--- config.mk ---
export PLATFORM = sky130hd
export DESIGN_NAME = burst_col_seq
export DESIGN_NICKNAME = d
export VERILOG_FILES = /design/src/rtl/ddr2_burst_pkg.sv /design/src/rtl/burst_ctx_reg.sv /design/src/rtl/burst_beat_cnt.sv /design/src/rtl/burst_order_gen.sv /design/src/rtl/burst_col_seq.sv
export SDC_FILE = /design/constraint.sdc
export NUM_CORES = 1
export LEC_CHECK = 0
export CORE_ASPECT_RATIO = 1.25
export CORE_MARGIN = 3
export CORE_UTILIZATION = 40
export CTS_CLUSTER_SIZE = 25
export DETAILED_ROUTE_END_ITERATION = 16
export GPL_ROUTABILITY_DRIVEN = 0
export PLACE_DENSITY = 0.85
export SETUP_SLACK_MARGIN = 0.15
export SYNTH_ARGS = -nofsm -noshare
export SYNTH_HDL_FRONTEND = slang
export SYNTH_SLANG_ARGS = --single-unit
--- constraint.sdc ---
create_clock -name clk -period 1.4 [get_ports clk]
set_input_delay 0.14 -clock clk [delete_from_list [all_inputs] [get_ports clk]]
set_output_delay 0.14 -clock clk [all_outputs]
set_load 0.05 [all_outputs]
--- src/rtl/ddr2_burst_pkg.sv ---
package ddr2_burst_pkg;

    // Widest burst is eight beats, so three offset bits cover it.
    localparam int OFF_W = 3;

    typedef logic [OFF_W-1:0] off_t;

    typedef enum logic {
        BLEN_FOUR  = 1'b0,
        BLEN_EIGHT = 1'b1
    } blen_e;

    typedef enum logic {
        ORD_SEQ = 1'b0,
        ORD_ILV = 1'b1
    } bord_e;

    typedef struct packed {
        off_t  start_off;
        blen_e blen;
        bord_e bord;
    } burst_ctx_t;

    // Bits below the group boundary for a given length.
    function automatic off_t lane_mask(input blen_e b);
        return (b == BLEN_EIGHT) ? off_t'(3'b111) : off_t'(3'b011);
    endfunction

    // Index of the final beat equals the mask value (BL-1).
    function automatic off_t final_index(input blen_e b);
        return lane_mask(b);
    endfunction

    function automatic off_t seq_offset(input off_t s, input off_t i, input blen_e b);
        off_t sum;
        sum = s + i;
        return sum & lane_mask(b);
    endfunction

    function automatic off_t ilv_offset(input off_t s, input off_t i, input blen_e b);
        return (s ^ i) & lane_mask(b);
    endfunction

endpackage

--- src/rtl/burst_ctx_reg.sv ---
module burst_ctx_reg
    import ddr2_burst_pkg::*;
#(
    parameter int COL_W = 10
) (
    input  logic             clk,
    input  logic             rst,
    input  logic             load_i,
    input  logic [COL_W-1:0] col_i,
    input  blen_e            blen_i,
    input  bord_e            bord_i,
    output burst_ctx_t       ctx_o,
    output logic [COL_W-1:0] base_o
);

    logic [COL_W-1:0] low_mask;
    logic [COL_W-1:0] base_d;
    burst_ctx_t       ctx_d;

    always_comb begin
        low_mask        = COL_W'(lane_mask(blen_i));
        base_d          = col_i & ~low_mask;
        ctx_d.start_off = off_t'(col_i[OFF_W-1:0]) & lane_mask(blen_i);
        ctx_d.blen      = blen_i;
        ctx_d.bord      = bord_i;
    end

    always_ff @(posedge clk) begin
        if (rst) begin
            ctx_o  <= '{start_off: '0, blen: BLEN_FOUR, bord: ORD_SEQ};
            base_o <= '0;
        end else if (load_i) begin
            ctx_o  <= ctx_d;
            base_o <= base_d;
        end
    end

endmodule

--- src/rtl/burst_beat_cnt.sv ---
module burst_beat_cnt
    import ddr2_burst_pkg::*;
(
    input  logic  clk,
    input  logic  rst,
    input  logic  start_i,
    input  blen_e blen_i,
    output off_t  beat_o,
    output logic  active_o,
    output logic  last_o
);

    assign last_o = active_o && (beat_o == final_index(blen_i));

    always_ff @(posedge clk) begin
        if (rst) begin
            active_o <= 1'b0;
            beat_o   <= '0;
        end else if (start_i) begin
            active_o <= 1'b1;
            beat_o   <= '0;
        end else if (active_o) begin
            if (last_o) begin
                active_o <= 1'b0;
                beat_o   <= '0;
            end else begin
                beat_o <= beat_o + off_t'(1);
            end
        end
    end

endmodule

--- src/rtl/burst_order_gen.sv ---
module burst_order_gen
    import ddr2_burst_pkg::*;
#(
    parameter int COL_W = 10
) (
    input  burst_ctx_t       ctx_i,
    input  logic [COL_W-1:0] base_i,
    input  off_t             beat_i,
    output logic [COL_W-1:0] col_o
);

    off_t off_seq;
    off_t off_ilv;
    off_t off_sel;

    always_comb begin
        off_seq = seq_offset(ctx_i.start_off, beat_i, ctx_i.blen);
        off_ilv = ilv_offset(ctx_i.start_off, beat_i, ctx_i.blen);
        off_sel = (ctx_i.bord == ORD_ILV) ? off_ilv : off_seq;
    end

    // Low bits come from the offset; upper bits pass from the aligned base.
    generate
        if (COL_W > OFF_W) begin : g_wide
            assign col_o = {base_i[COL_W-1:OFF_W], base_i[OFF_W-1:0] | off_sel};
        end else begin : g_narrow
            assign col_o = base_i | off_sel[COL_W-1:0];
        end
    endgenerate

endmodule

--- src/rtl/burst_col_seq.sv ---
module burst_col_seq
    import ddr2_burst_pkg::*;
#(
    parameter int COL_W = 10
) (
    input  logic             clk,
    input  logic             rst,
    input  logic             start_i,
    input  logic [COL_W-1:0] col_i,
    input  logic             bl8_i,
    input  logic             ilv_i,
    output logic [COL_W-1:0] col_o,
    output logic             valid_o,
    output logic             last_o
);

    burst_ctx_t       ctx_q;
    logic [COL_W-1:0] base_q;
    logic [COL_W-1:0] col_gen;
    off_t             beat_q;
    logic             active_q;

    burst_ctx_reg #(.COL_W(COL_W)) i_ctx (
        .clk    (clk),
        .rst    (rst),
        .load_i (start_i),
        .col_i  (col_i),
        .blen_i (blen_e'(bl8_i)),
        .bord_i (bord_e'(ilv_i)),
        .ctx_o  (ctx_q),
        .base_o (base_q)
    );

    burst_beat_cnt i_cnt (
        .clk      (clk),
        .rst      (rst),
        .start_i  (start_i),
        .blen_i   (ctx_q.blen),
        .beat_o   (beat_q),
        .active_o (active_q),
        .last_o   (last_o)
    );

    burst_order_gen #(.COL_W(COL_W)) i_ord (
        .ctx_i  (ctx_q),
        .base_i (base_q),
        .beat_i (beat_q),
        .col_o  (col_gen)
    );

    assign valid_o = active_q;
    assign col_o   = active_q ? col_gen : '0;

endmodule

Yosys cells after proc, flatten, opt, wreduce, memory -nomap -nowiden

Index checks and enable logic that the tools add are counted.

Register bits: 19
Input port bits: 15
Output and inout bits: 12
Word-level logic and storage cells: 26

Add/sub/neg operators: 2
Eq/ne operators: 1
Multiplexer cells: 8
Bitwise logic cells: 7
Reductions and logical operators: 2

Operators by type and width:

| cell                                        | number |
|---|---|
| two-way mux 3 bit                           | 4 |
| bitwise AND 10 bit                          | 1 |
| two-way mux 10 bit                          | 1 |
| NOT 3 -> 10 bit                             | 1 |
| bitwise AND 3 bit                           | 3 |
| adder 3 x 1 -> 3 bit, second input constant | 1 |
| adder 3 bit                                 | 1 |
| == test 3 bit                               | 1 |
| two-way mux 1 bit                           | 3 |
| bitwise OR 3 bit                            | 1 |
| bitwise XOR 3 bit                           | 1 |
| OR reduction 2 bit                          | 1 |
| logical AND 1 bit                           | 1 |

Logic depth before layout (Yosys ltp)

Depth after elaboration: 6
Depth in mapped cells: 6
Mapped depth without buffers: 6

Hierarchy

A second synthesis with hierarchy kept.

Cell total of the unflattened synthesis: 99
Area, all modules: 938.4 um2

Modules (own cells, without submodules):

| module          | times used | cells each | area an instance (um2) | seq. area each (um2) |
|---|---|---|---|---|
| burst_ctx_reg   | 1          | 47         | 519.2                  | 260.2 |
| burst_beat_cnt  | 1          | 21         | 192.7                  | 80.1 |
| burst_order_gen | 1          | 21         | 163.9                  | 0.0 |
| burst_col_seq   | 1          | 10         | 62.6                   | 0.0 |

Least setup slack after synthesis

Ideal clock, no wire load.

Kind: flip-flop to flip-flop
Start: reg i_cnt.active_o
End: reg i_cnt.beat_o[1]
Setup time: 0.156 ns
Arrival time: 1.717 ns
Data required time: 1.244 ns
Setup slack: -0.473 ns
Cell stages (with the launch flop): 5
Buffers on the path: 1
Period minus slack after synthesis: 1.873 ns
Cells stage by stage: dfxtp_1 -> buf_2 -> nand2_1 -> nor2_1 -> nor4_2

Word-level cells in the longest chain between the ends: 2

Ends and longest elaborated chain:

| what                   | RTL line             | RTL |
|---|---|---|
| from (decl)            | burst_beat_cnt.sv:9  | `output logic active_o,` |
| from (signal assigned) | burst_beat_cnt.sv:17 | `active_o <= 1'b0;` |
| from (signal assigned) | burst_beat_cnt.sv:20 | `active_o <= 1'b1;` |
| from (signal assigned) | burst_beat_cnt.sv:24 | `active_o <= 1'b0;` |
| logical AND 1 bit      | burst_beat_cnt.sv:13 | `assign last_o = active_o && (beat_o == final_index(blen_i));` |
| via last_o             | burst_col_seq.sv:14  | `output logic last_o` |
| two-way mux 3 bit      | burst_beat_cnt.sv:23 | `if (last_o) begin` |
| to (signal assigned)   | burst_beat_cnt.sv:27 | `beat_o <= beat_o + off_t'(1);` |
| to (decl)              | burst_beat_cnt.sv:8  | `output off_t beat_o,` |

The timed path passes the listed nets, and every way through them passes these cells.
A chain may end at the register's enable or synchronous reset.

Worst setup path in the final report

Start: reg i_ctx.ctx_o[2] (netlist bit)
End: out col_o[2]

Word-level cells in the longest chain between the ends: 5

Ends and longest elaborated chain:

| what                   | RTL line              | RTL |
|---|---|---|
| from (decl)            | burst_ctx_reg.sv:12   | `output burst_ctx_t ctx_o,` |
| from (signal assigned) | burst_ctx_reg.sv:30   | `ctx_o <= '{start_off: '0, blen: BLEN_FOUR, bord: ORD_SEQ};` |
| from (signal assigned) | burst_ctx_reg.sv:33   | `ctx_o <= ctx_d;` |
| adder 3 bit            | ddr2_burst_pkg.sv:36  | `sum = s + i;` |
| bitwise AND 3 bit      | ddr2_burst_pkg.sv:37  | `return sum & lane_mask(b);` |
| two-way mux 3 bit      | burst_order_gen.sv:19 | `off_sel = (ctx_i.bord == ORD_ILV) ? off_ilv : off_seq;` |
| bitwise OR 3 bit       | burst_order_gen.sv:25 | `assign col_o = {base_i[COL_W-1:OFF_W], base_i[OFF_W-1:0] \| off_sel};` |
| two-way mux 10 bit     | burst_col_seq.sv:52   | `assign col_o = active_q ? col_gen : '0;` |
| to (decl)              | burst_col_seq.sv:12   | `output logic [COL_W-1:0] col_o,` |

No other way between the ends.

==> impl_metrics.yaml <==
power:
  leakage_nw: 0.618
  power.density_mw_per_mm2: 738
  peakVddDrop_mv: 0.819
timing:
  finalMaxSlewViolations: 0
  hold_viol_final: 0
  worst-slew-pin-transition_ns: 0.380
  period_needed_ns: 1.91
  setup-violations-final: 5
  max_freq_ghz: 0.523
  fin_setup_tns_ns: -1.26
  timing.final.ws_setup_ns: -0.513
  rsz0062_at_grt: "true"
  slew_headroom: 0.746
  post-route-period-util: 1.37
  fin_worst_skew_ns: 0.00704
die:
  core-area_mm2: 0.00187
  dieArea_mm2: 0.00266
  die_width_um: 46.7
  start_util: 0.443
  boundaryPins: 27
  std_cell_rows: 17
  die_y_um: 56.9
detailed_routing:
  viasPerCell: 5.11
  drcViolationCount: 0
  vias: 751
  drt_wl_total_um: 2150
  drtIter0Drc: 16
  wire_per_inst_um: 14.6
  dr.pass1.iters: 4
  drt.antenna.violating_nets: 0
clock_network:
  htreeDepth: 1
  clock-sinks: 17
  clkSlewWorstSetupHoldPaths_ns: 0.10
  clockBufferDepth: 2
  cts_buffers: 3
  clk_latency_ns: 0.29
  cts_tree: "built"
  cts-root-buf: "clkbuf_4"
synth:
  yosysTopAreaCellShare: 0.411
  synthTopCellsByArea: "dfxtp_1 41%, mux2i_1 15%, and2_1 6.8%"
  synth_seq_cells: 17
  syn_area_um2: 828
  synth_top_area_cell: "dfxtp_1"
  ys_seq_area_frac: 0.411
  syn_area_per_cell_um2: 9.10
  synthCells: 91
  syn-num-nets: 110
  yosysUniqueCellTypes: 26
  ys_warn_count: 0
layout:
  final_cells: 147
  area_growth_pct: 74.2
  mostFrequentLayoutCells: "14 x dfxtp_1, 14 x clkdlybuf4s50_1, 13 x buf_12, 12 x mux2i_1, 11 x nor2_1"
  insertedDiodeCount: 0
  design_area_mm2: 0.00144
  layout.nets: 148
  drive_above_1_share: 0.422
worst_setup_path:
  max_stage_delay_ns: 0.37
  crit_required_ns: 1.26
  critPathKind: "flip-flop to output port"
  critPathArrivalTime_ns: 1.77
  endpoint_kind: "output port"
  worst_path_max_delay_cell: "dfxtp_2"
  startpoint_type: "flip-flop"
  cp_max_fo: 2
  crit_chain: "ha_4, inv_2, fa_2, nor2_2, nor3_1, a221o_2, buf_6"
worst_hold_path:
  hp-class: "primary input to flip-flop"
placement:
  dpl_cell_area_mm2: 0.00129
  place_ws_ns: -0.246
  place_inst: 136
  dp_hpwl_um: 1570
  numPortBuffers: 26
grt:
  grt_pass1_vias: 788
  grt_usage: 0.181
  grt_max_degree: 18
  antenna_found_initial: 0
  grt_pass1_wl_um: 3540
  overflow: 0
flow_run:
  cap_violations: 0
status:
  status: "complete, but fails checks"
  failed_checks: "negative setup slack"
## state kept, by name (all words and copies together), names as in the netlist
| signal | count |
|---|---|
| i_cnt.beat_o | 3 |
| i_cnt.active_o | 1 |
| i_ctx.ctx_o | 5 |
| i_ctx.base_o | 8 |
## per-layer routing
| metal | vias up | GRT usage | part of all wire |
|---|---|---|---|
| met5 | - | 0 | 0 |
| met4 | 0 | 0.0553 | 0.0019 |
| met3 | 2 | 0.0288 | 0.041 |
| met2 | 24 | 0.319 | 0.58 |
| met1 | 348 | 0.213 | 0.38 |
| li1 | 377 | - | - |
## final cells by class
| class | count | area, um2 |
|---|---|---|
| inverters | 5 | 18.8 |
| well taps | 19 | 23.8 |
| flip-flops and latches | 17 | 347 |
| clock inverters | 1 | 5.00 |
| multi-input cells | 63 | 517 |
| fillers | 112 | 429 |
| repair buffers | 39 | 509 |
| clock buffers | 3 | 22.5 |
## metrics by stage
step | util | hold WS, ns | total power [W]
6_report | 0.771 | 0.471 | 0.00107
5_1_grt | 0.771 | 0.463 | 0.00111
4_1_cts | 0.739 | 0.460 | 0.00106
3_5_place_dp | 0.691 | 0.460 | 0.000787
3_3_place_gp | 0.691 | 0.449 | 0.000778
2_1_floorplan | - | 0.287 | 0.000665
## kinds of logic after synthesis
group,synth area share
AO/OA/AOI/OAI,0.0634
XOR/XNOR,0.0212
adder cells (fa/ha/maj),0.0695
buffers and inverters,0.0634
flip-flops,0.411
multiplexers,0.145
AND/OR/NAND/NOR,0.227
## power by group
group          total, W  internal [W]  switching [W]
Sequential     0.000529      0.000508      0.0000209
Combinational  0.000278      0.000153       0.000125
Clock          0.000258      0.000106       0.000152
Total           0.00107      0.000768       0.000297
## timing repair
item | in CTS | in global routing
endpoints found under the setup margin | 11 | 13
gates resized for setup | 10 | 9
hold buffers | 0 | 0
pin swaps | 5 | 7
setup buffers | 3 | 4
## Yosys cell counts, drive strengths merged
cell	instances
nor2b	1
nand3b	1
ha	3
nand3	1
nor2	13
o21ai	3
nor4	1
a211oi	1
and2	9
xnor2	1
mux2i	12
a221o	1
and4b	1
fa	1
nand2b	1
a21oi	4
clkbuf	2
buf	4
inv	5
xor2	1
dfxtp	17
nor3	3
nand2	5
## critical path, delay by kind of cell, from the launching register on
family                     cells  cell delay, ns
DFF                            1            0.37
and+or+nand+nor                2            0.14
adders and majority gates      2            0.48
buffers and inverters          2            0.19
AOI/OAI and AO/OA              1            0.31
## final timing paths
check	start	slack (ns)	depth (start not counted)	endpoint
worst min register to register	i_ctx.ctx_o[4]$_SDFFE_PP0P_	0.47	2	i_ctx.ctx_o[4]$_SDFFE_PP0P_
worst max-delay path	i_ctx.ctx_o[2]$_SDFFE_PP0P_	-0.51	7	col_o[2]
worst min-delay path	col_i[3]	0.47	3	i_ctx.base_o[3]$_SDFFE_PP0P_
worst max register to register	i_cnt.beat_o[0]$_SDFFE_PP0P_	-0.04	8	i_cnt.beat_o[2]$_SDFFE_PP0P_
Power figures use the tool's default switching activity.
